<file path="config.mk">
export PLATFORM = sky130hd
export DESIGN_NAME = core_top
export DESIGN_NICKNAME = d
export VERILOG_FILES = /design/src/rtl/core_pkg.sv /design/src/rtl/core_main_dec.sv /design/src/rtl/core_alu_dec.sv /design/src/rtl/core_alu.sv /design/src/rtl/core_regfile.sv /design/src/rtl/core_top.sv
export SDC_FILE = /design/constraint.sdc
export NUM_CORES = 2
export LEC_CHECK = 0
export BUFFER_PORTS_ARGS = -buffer_cell sky130_fd_sc_hd__buf_2
export CAP_MARGIN = 20
export CORE_ASPECT_RATIO = 1.2
export CORE_UTILIZATION = 45
export DETAILED_ROUTE_END_ITERATION = 8
export GPL_TIMING_DRIVEN = 0
export SYNTH_ARGS = -nofsm -noshare
export SYNTH_HDL_FRONTEND = slang
export SYNTH_SLANG_ARGS = --single-unit
</file>
<file path="constraint.sdc">
create_clock -name clk -period 14.96 [get_ports clk]
set_clock_uncertainty 0.15 [all_clocks]
set_input_delay 2.244 -clock clk [delete_from_list [all_inputs] [get_ports clk]]
set_output_delay 2.244 -clock clk [all_outputs]
set_load 0.02 [all_outputs]
</file>
<file path="src/rtl/core_pkg.sv">
package core_pkg;
  localparam logic [5:0] OP_RTYPE = 6'b000000;
  localparam logic [5:0] OP_LOAD  = 6'b100011;
  localparam logic [5:0] OP_STORE = 6'b101011;
  localparam logic [5:0] OP_BEQ   = 6'b000100;
  localparam logic [5:0] OP_JUMP  = 6'b000010;

  localparam logic [5:0] FN_ADD = 6'b100000;
  localparam logic [5:0] FN_SUB = 6'b100010;
  localparam logic [5:0] FN_AND = 6'b100100;
  localparam logic [5:0] FN_OR  = 6'b100101;
  localparam logic [5:0] FN_SLT = 6'b101010;
  localparam logic [5:0] FN_JR  = 6'b001000;

  typedef enum logic [2:0] {
    ALU_ADD, ALU_SUB, ALU_AND, ALU_OR, ALU_SLT
  } alu_op_e;

  // how the ALU operation is chosen: fixed add, fixed sub, or from funct
  typedef enum logic [1:0] {
    AM_ADD, AM_SUB, AM_FUNCT
  } alu_mode_e;

  typedef struct packed {
    logic      rf_we;
    logic      dst_rd;
    logic      mem_to_reg;
    logic      mem_we;
    logic      alu_imm;
    logic      branch;
    logic      jump;
    logic      jr;
    alu_mode_e alu_mode;
  } ctrl_t;
endpackage

</file>
<file path="src/rtl/core_main_dec.sv">
module core_main_dec
  import core_pkg::*;
(
  input  logic [5:0] opcode,
  input  logic [5:0] funct,
  output ctrl_t      ctrl
);
  logic funct_known;

  always_comb begin
    funct_known = (funct == FN_ADD) || (funct == FN_SUB) || (funct == FN_AND) ||
                  (funct == FN_OR)  || (funct == FN_SLT);
    ctrl = '0;
    ctrl.alu_mode = AM_ADD;
    unique case (opcode)
      OP_RTYPE: begin
        ctrl.alu_mode = AM_FUNCT;
        ctrl.dst_rd   = 1'b1;
        ctrl.rf_we    = funct_known;
        ctrl.jr       = (funct == FN_JR);
      end
      OP_LOAD: begin
        ctrl.alu_imm    = 1'b1;
        ctrl.mem_to_reg = 1'b1;
        ctrl.rf_we      = 1'b1;
      end
      OP_STORE: begin
        ctrl.alu_imm = 1'b1;
        ctrl.mem_we  = 1'b1;
      end
      OP_BEQ: begin
        ctrl.alu_mode = AM_SUB;
        ctrl.branch   = 1'b1;
      end
      OP_JUMP: ctrl.jump = 1'b1;
      default: ctrl = '0;
    endcase
  end
endmodule

</file>
<file path="src/rtl/core_alu_dec.sv">
module core_alu_dec
  import core_pkg::*;
(
  input  alu_mode_e  mode,
  input  logic [5:0] funct,
  output alu_op_e    op
);
  always_comb begin
    op = ALU_ADD;
    case (mode)
      AM_SUB: op = ALU_SUB;
      AM_FUNCT: begin
        case (funct)
          FN_SUB:  op = ALU_SUB;
          FN_AND:  op = ALU_AND;
          FN_OR:   op = ALU_OR;
          FN_SLT:  op = ALU_SLT;
          default: op = ALU_ADD;
        endcase
      end
      default: op = ALU_ADD;
    endcase
  end
endmodule

</file>
<file path="src/rtl/core_alu.sv">
module core_alu
  import core_pkg::*;
#(
  parameter int W = 32
) (
  input  logic [W-1:0] a,
  input  logic [W-1:0] b,
  input  alu_op_e      op,
  output logic [W-1:0] y,
  output logic         zero
);
  always_comb begin
    case (op)
      ALU_ADD: y = a + b;
      ALU_SUB: y = a - b;
      ALU_AND: y = a & b;
      ALU_OR:  y = a | b;
      ALU_SLT: y = {{(W-1){1'b0}}, ($signed(a) < $signed(b))};
      default: y = '0;
    endcase
  end
  assign zero = (y == '0);
endmodule

</file>
<file path="src/rtl/core_regfile.sv">
module core_regfile #(
  parameter int W  = 32,
  parameter int AW = 5
) (
  input  logic          clk,
  input  logic          we,
  input  logic [AW-1:0] waddr,
  input  logic [W-1:0]  wdata,
  input  logic [AW-1:0] raddr_a,
  input  logic [AW-1:0] raddr_b,
  output logic [W-1:0]  rdata_a,
  output logic [W-1:0]  rdata_b
);
  localparam int DEPTH = 1 << AW;

  logic [W-1:0] regs [DEPTH];

  always_ff @(posedge clk) begin
    if (we && (waddr != '0)) regs[waddr] <= wdata;
  end

  assign rdata_a = (raddr_a == '0) ? '0 : regs[raddr_a];
  assign rdata_b = (raddr_b == '0) ? '0 : regs[raddr_b];
endmodule

</file>
<file path="src/rtl/core_top.sv">
module core_top
  import core_pkg::*;
#(
  parameter int XLEN   = 32,
  parameter int REG_AW = 5
) (
  input  logic            clk,
  input  logic            rst,
  output logic [XLEN-1:0] imem_addr,
  input  logic [XLEN-1:0] imem_rdata,
  output logic [XLEN-1:0] dmem_addr,
  output logic [XLEN-1:0] dmem_wdata,
  output logic            dmem_we,
  input  logic [XLEN-1:0] dmem_rdata
);
  localparam int IMM_W = 16;
  localparam int JMP_W = 26;
  localparam int TOP_W = XLEN - JMP_W - 2;

  logic [XLEN-1:0] pc, pc_next, pc_plus4, br_target, jmp_target;
  logic [XLEN-1:0] imm_ext, rs_val, rt_val, alu_b, alu_y, wb_data;
  logic [REG_AW-1:0] rs_idx, rt_idx, rd_idx, wr_idx;
  logic alu_zero;
  ctrl_t ctrl;
  alu_op_e alu_op;

  assign rs_idx = imem_rdata[25:21];
  assign rt_idx = imem_rdata[20:16];
  assign rd_idx = imem_rdata[15:11];
  assign imm_ext = {{(XLEN-IMM_W){imem_rdata[IMM_W-1]}}, imem_rdata[IMM_W-1:0]};

  core_main_dec u_main_dec (
    .opcode(imem_rdata[31:26]),
    .funct (imem_rdata[5:0]),
    .ctrl  (ctrl)
  );

  core_alu_dec u_alu_dec (
    .mode (ctrl.alu_mode),
    .funct(imem_rdata[5:0]),
    .op   (alu_op)
  );

  assign wr_idx  = ctrl.dst_rd ? rd_idx : rt_idx;
  assign wb_data = ctrl.mem_to_reg ? dmem_rdata : alu_y;

  core_regfile #(.W(XLEN), .AW(REG_AW)) u_regfile (
    .clk    (clk),
    .we     (ctrl.rf_we),
    .waddr  (wr_idx),
    .wdata  (wb_data),
    .raddr_a(rs_idx),
    .raddr_b(rt_idx),
    .rdata_a(rs_val),
    .rdata_b(rt_val)
  );

  assign alu_b = ctrl.alu_imm ? imm_ext : rt_val;

  core_alu #(.W(XLEN)) u_alu (
    .a   (rs_val),
    .b   (alu_b),
    .op  (alu_op),
    .y   (alu_y),
    .zero(alu_zero)
  );

  assign pc_plus4   = pc + XLEN'(4);
  assign br_target  = pc_plus4 + {imm_ext[XLEN-3:0], 2'b00};
  assign jmp_target = {pc_plus4[XLEN-1 -: TOP_W], imem_rdata[JMP_W-1:0], 2'b00};

  always_comb begin
    if (ctrl.jr)                       pc_next = rs_val;
    else if (ctrl.jump)                pc_next = jmp_target;
    else if (ctrl.branch && alu_zero)  pc_next = br_target;
    else                               pc_next = pc_plus4;
  end

  always_ff @(posedge clk) begin
    if (rst) pc <= '0;
    else     pc <= pc_next;
  end

  assign imem_addr  = pc;
  assign dmem_addr  = alu_y;
  assign dmem_wdata = rt_val;
  assign dmem_we    = ctrl.mem_we;
endmodule

</file>
# Yosys cells after proc, flatten, opt, wreduce, memory -nomap -nowiden
# Memory sizes are Yosys's and may differ from the RTL's.
# Cells that the tools add are included.
dict set report word_totals {
  input_bits 66
  mem_count 1
  reg_bits 32
  word_cells 60
  ramBits 1024
}
# memory depth word_bits rd rd_clocked_by_memory_dff wr line_no
set mem_list {}
lappend mem_list {u_regfile.regs 32 32 2 0 1 core_regfile.sv:16} ;# logic [W-1:0] regs [DEPTH];
dict set report op_classes {
  reduce_logical 13
  add_sub_neg 4
  magnitude_cmp 1
  eq_ne 16
  muxes 22
  bitwise 2
}
# op n
set ops {}
lappend ops {{$mux W32} 7}
lappend ops {{$pmux W32 S5} 1}
lappend ops {{$add A32 B32 Y32} 2}
lappend ops {{$eq A6 B6 Y1 const B} 7}
lappend ops {{$add A32 B3 Y32 const B} 1}
lappend ops {{$and A32 B32 Y32} 1}
lappend ops {{$logic_not A32 Y1} 1}
lappend ops {{$lt A32 B32 Y1} 1}
lappend ops {{$or A32 B32 Y32} 1}
lappend ops {{$sub A32 B32 Y32} 1}
lappend ops {{$pmux W3 S4} 1}
lappend ops {{$logic_not A5 Y1} 2}
lappend ops {{$mux W1} 9}
lappend ops {{$eq A3 B2 Y1 const B} 2}
lappend ops {{$eq A6 B2 Y1 const B} 1}
lappend ops {{$eq A6 B3 Y1 const B} 1}
lappend ops {{$eq A6 B4 Y1 const B} 1}
lappend ops {{$logic_not A6 Y1} 1}
lappend ops {{$pmux W3 S2} 1}
lappend ops {{$mux W5} 1}
lappend ops {{$reduce_bool A5 Y1} 1}
lappend ops {{$logic_or A1 B1 Y1} 4}
lappend ops {{$pmux W2 S2} 1}
lappend ops {{$eq A3 B1 Y1 const B} 1}
lappend ops {{7 further kinds} 8}

# Depth between registers and ports, before layout
dict set report logic_depth {
  ltp_word 11
  depth_mapped 31
}

# Cells and area by module
# Synthesis repeated with hierarchy kept, for this count alone.
dict set report hier_totals {
  cells_unflattened 3995
  area_unflattened_um2 57903.0
}
# module instances area_each_um2 cells_each
set modules_own_cells {}
lappend modules_own_cells {core_regfile 1 47929.7 2564}
lappend modules_own_cells {core_alu 1 5228.8 804}
lappend modules_own_cells {core_top 1 4494.3 596}
lappend modules_own_cells {core_main_dec 1 138.9 18}
lappend modules_own_cells {core_alu_dec 1 111.4 13}

# Worst setup path before layout
# No wires, ideal clock.
dict set report synth_path {
  path_type {input-to-output}
  startpoint {input port imem_rdata[21]}
  endpoint {output port dmem_addr[26]}
  cell_stages 25
  path_slack_ps 4254
  t_arrival_ps 8312
  path_buffers 6
  cell_sequence {buf_4 buf_2 buf_2 buf_1 buf_1 mux4_2 mux4_2 mux2_2 nand2_1 inv_1 ha_1 clkbuf_1 nor2b_1 o21bai_1 a21oi_1 nor2_1 nand2_1 nor4_1 o21bai_1 o211ai_1 a21oi_1 o2111ai_1 a22oi_1 xnor2_1 o221ai_1}
}
dict set report synth_between {
  elab_chain_cells 4
  elab_cells_between_ends 8
  cone_classes {add/sub (2); mux (2); bitwise (2); reduce/logical (1); memory (1)}
}
# element line_no
set synth_rtl {}
lappend synth_rtl {{start: declaration} core_top.sv:10} ;# input logic [XLEN-1:0] imem_rdata,
lappend synth_rtl {{$mem_v2 Z32 W32 / $logic_not A5 Y1 (equally long branches)} --}
lappend synth_rtl {{$mux W32 (*)} core_regfile.sv:22} ;# assign rdata_a = (raddr_a == '0) ? '0 : regs[raddr_a];
lappend synth_rtl {{$sub A32 B32 Y32, or another cell as far along} core_alu.sv:15} ;# ALU_SUB: y = a - b;
lappend synth_rtl {{$pmux W32 S5 (*)} core_alu.sv:13} ;# case (op)
lappend synth_rtl {{end: declaration} core_top.sv:11} ;# output logic [XLEN-1:0] dmem_addr,
# Mark *: on every way between the ends. The rest lies on a longest branch, timed or not.

# Final worst setup path
dict set report layout_path {
  startpoint {input port imem_rdata[22]}
  endpoint {output port dmem_addr[21]}
}
# The elaborated chain is that of the path after synthesis.

==> impl_metrics.tcl <==
set metrics [dict create \
    ys_seq_area_share_pct 55.3 \
    die_w_um 326 \
    yosys_warnings 0 \
    yosysUniqueCellTypes 93 \
    ys_seq_elements 1056 \
    reg2regPathDepth 23 \
    cap_violations 0 \
    vias 38919 \
    place_congestion 1.01 \
    grt_antenna_before_repair 7 \
    regToRegSetupSlack_ps 5360 \
    syn_inst 3483 \
    slew_viol_final 0 \
    grt_pass1_wl_mm 308 \
    hold_buffers 0 \
    postSynthAreaPerCell_um2 16.3 \
    path_clk_slew_ps 70 \
    syn_to_final_growth_pct 16.1 \
    final-instance-count-excl-fill 5653 \
    rows 142 \
    fillers 10176 \
    ctsResizeCount 0 \
    relSlewSlack_pct 14.2 \
    die_h_um 391 \
    finalHoldViolCount 0 \
    rsz0062_at_grt "no" \
    cts_tree "yes" \
    ir_worst_vdd_uv 98.4 \
    tightest_slew_ps 1290 \
    grt_pass1_vias 38361 \
    fin_hold_ws_ps 354 \
    fp.coreArea_um2 125000 \
    max_freq_mhz 72.8 \
    first_pass_iters 8 \
    initial_core_util_pct 45.4 \
    status "completed" \
    antenna_left 0 \
    drtIter0Drc 5642 \
    synth_top_cell_area_share_pct 54.1 \
    fin_area_um2 65900 \
    routed_wire_length_per_instance_um 40.1 \
    overflow 0 \
    yosysTopAreaCell "edfxtp_1" \
    power.density_nw_per_um2 126 \
    dp_hpwl_mm 166 \
    r2r-start "u_regfile.regs[30][7]" \
    synthArstFlopShare_pct 0 \
    final_common_cell "edfxtp_1" \
    holdPathStages 2 \
    cts_htree_levels 3 \
    path_class "input pin to output port" \
    hp-class "flip-flop to flip-flop" \
    synth_edf_count 1024 \
    power.total_mw 8.33 \
    hp-start "imem_addr[0]" \
    crit_fanout 10 \
    finalSetupViolations 0 \
    cp.required_ps 12570 \
    synthTopCellsByArea "edfxtp_1 54%, mux4_2 24%, ha_1 2.9%" \
    synth_area_um2 56800 \
    via_per_inst 6.88 \
    tns_ps 0 \
    period_share_pct 91.8 \
    die-area_um2 128000 \
    grt_start_max_net_pins 33 \
    ys.flop_type "edfxtp_1" \
    cellLeakagePower_nw 22.3 \
    crit_path_start_kind "input pin" \
    min_to "imem_addr[0]" \
    drcViolationCount 0 \
    clk_latency_ps 760 \
    cts_root_buf "clkbuf_16" \
    clockBufferDepth 3 \
    dp.cells 5460 \
    arrival_ps 11340 \
    post_dp_cell_area_um2 62600 \
    postCtsSetupBuffers 0 \
    r2r-end "imem_addr[15]" \
    nets 4115 \
    grtUsageTotal_pct 35.6 \
    cts_buffers 103 \
    portBuffers 158 \
    clkSinkCount 1056 \
    finalWirelength_mm 227 \
    final_cell_mix "1,024 x edfxtp_1, 602 x mux4_2, 193 x buf_2" \
    end_kind "output port" \
    drive_gt1_share_pct 30.7 \
    io_pins 163 \
    layout_min_cycle_time_ps 13730 \
]
## where the power goes
part,internal (mW),switching (mW),total [mW]
combinational,0.589,1.42,2.00
clock,1.40,1.19,2.59
sequential,3.71,0.0157,3.73
## registers in the layout (all words and copies together), names as in the netlist
| register | flops |
|---|---|
| u_regfile.regs | 1024 |
| imem_addr | 32 |
## critical path, stage by stage
cell and delay, ps:
buf_2 170, buf_2 360, clkbuf_1 710, clkbuf_1 610
buf_6 250, clkbuf_1 800, mux4_2 430, mux4_2 460
mux2i_1 340, nor2_1 280, ha_1 380, clkbuf_1 450
nor2b_1 400, nand3_1 180, or4_1 600, or3_1 370
o32a_1 540, a31oi_1 360, a211oi_1 120, a21oi_1 920
buf_2 320
## area by class of cell
class | instances | area, µm² | share of cell area (%)
diodes | 1 | 2.50 | 0.00379
plain buffers | 236 | 1030 | 1.57
clock buffers | 122 | 2710 | 4.11
clock inverters | 63 | 529 | 0.803
inverters | 112 | 420 | 0.638
multi-input cells | 2110 | 24400 | 37.1
flip-flops and latches | 1056 | 31400 | 47.6
well taps | 1656 | 2070 | 3.14
repair buffers | 297 | 3340 | 5.06
## cells in the mapped netlist (6+ instances only)
cell type,count
ha_1,130
o211ai_1,8
nor2b_1,19
inv_1,110
nand3_1,38
nand2b_1,26
a31oi_1,20
or2_2,10
o41ai_1,7
buf_1,69
o22ai_1,17
o221ai_1,7
o21ai_0,61
o21a_1,14
xnor2_1,41
nand4_1,11
nor4_1,10
and2_1,11
nor2_1,213
nor3b_1,11
a211o_1,6
nand2_1,126
mux2i_1,107
o32ai_1,15
nand3b_1,6
xor2_1,28
o31ai_1,14
mux2_2,50
a21o_1,27
or3_1,12
mux4_2,602
clkbuf_1,148
o21bai_1,27
a221oi_1,11
a21oi_1,132
or4_1,8
and3_1,41
nor3_1,70
edfxtp_1,1024
a211oi_1,20
dfxtp_1,32
buf_2,8
a22oi_1,21
## layer usage
metal	up-vias	wire (µm)	GRT usage, %
li1	15247	-	-
met5	-	13	0
met4	2	16500	22.3
met1	20308	78500	43.8
met3	668	24100	7.30
met2	2694	108000	57.7
## worst max path at each step
stage / from / end / slack (ps)
global placement: imem_rdata[21] / imem_addr[10] / -330
floorplan: imem_rdata[21] / dmem_addr[26] / 4250
detailed placement: imem_rdata[22] / imem_addr[10] / 1110
global route: imem_rdata[16] / dmem_addr[30] / 1050
finish: imem_rdata[22] / dmem_addr[21] / 1230
CTS: imem_rdata[22] / dmem_addr[21] / 1140
## stage by stage
stage	utilization [%]	worst slack [ps]
2_1_floorplan	-	4250
3_3_place_gp	47.8	-335
3_5_place_dp	50.1	1110
4_1_cts	52.6	1140
5_1_grt	52.7	1050
6_report	52.7	1230
## kinds of logic after synthesis
| kind of cell | after synthesis | synth area share (%) |
|---|---|---|
| multiplexers | 764 | 27.0 |
| AND/OR/NAND/NOR | 631 | 5.41 |
| flip-flops | 1056 | 55.3 |
| other | 1 | 0.00660 |
| XOR/XNOR | 69 | 1.06 |
| buffers and inverters | 348 | 2.49 |
| adder cells (fa/ha/maj) | 133 | 2.97 |
| AO/OA/AOI/OAI | 481 | 5.84 |
No activity file was read; power rests on OpenSTA's default activity.
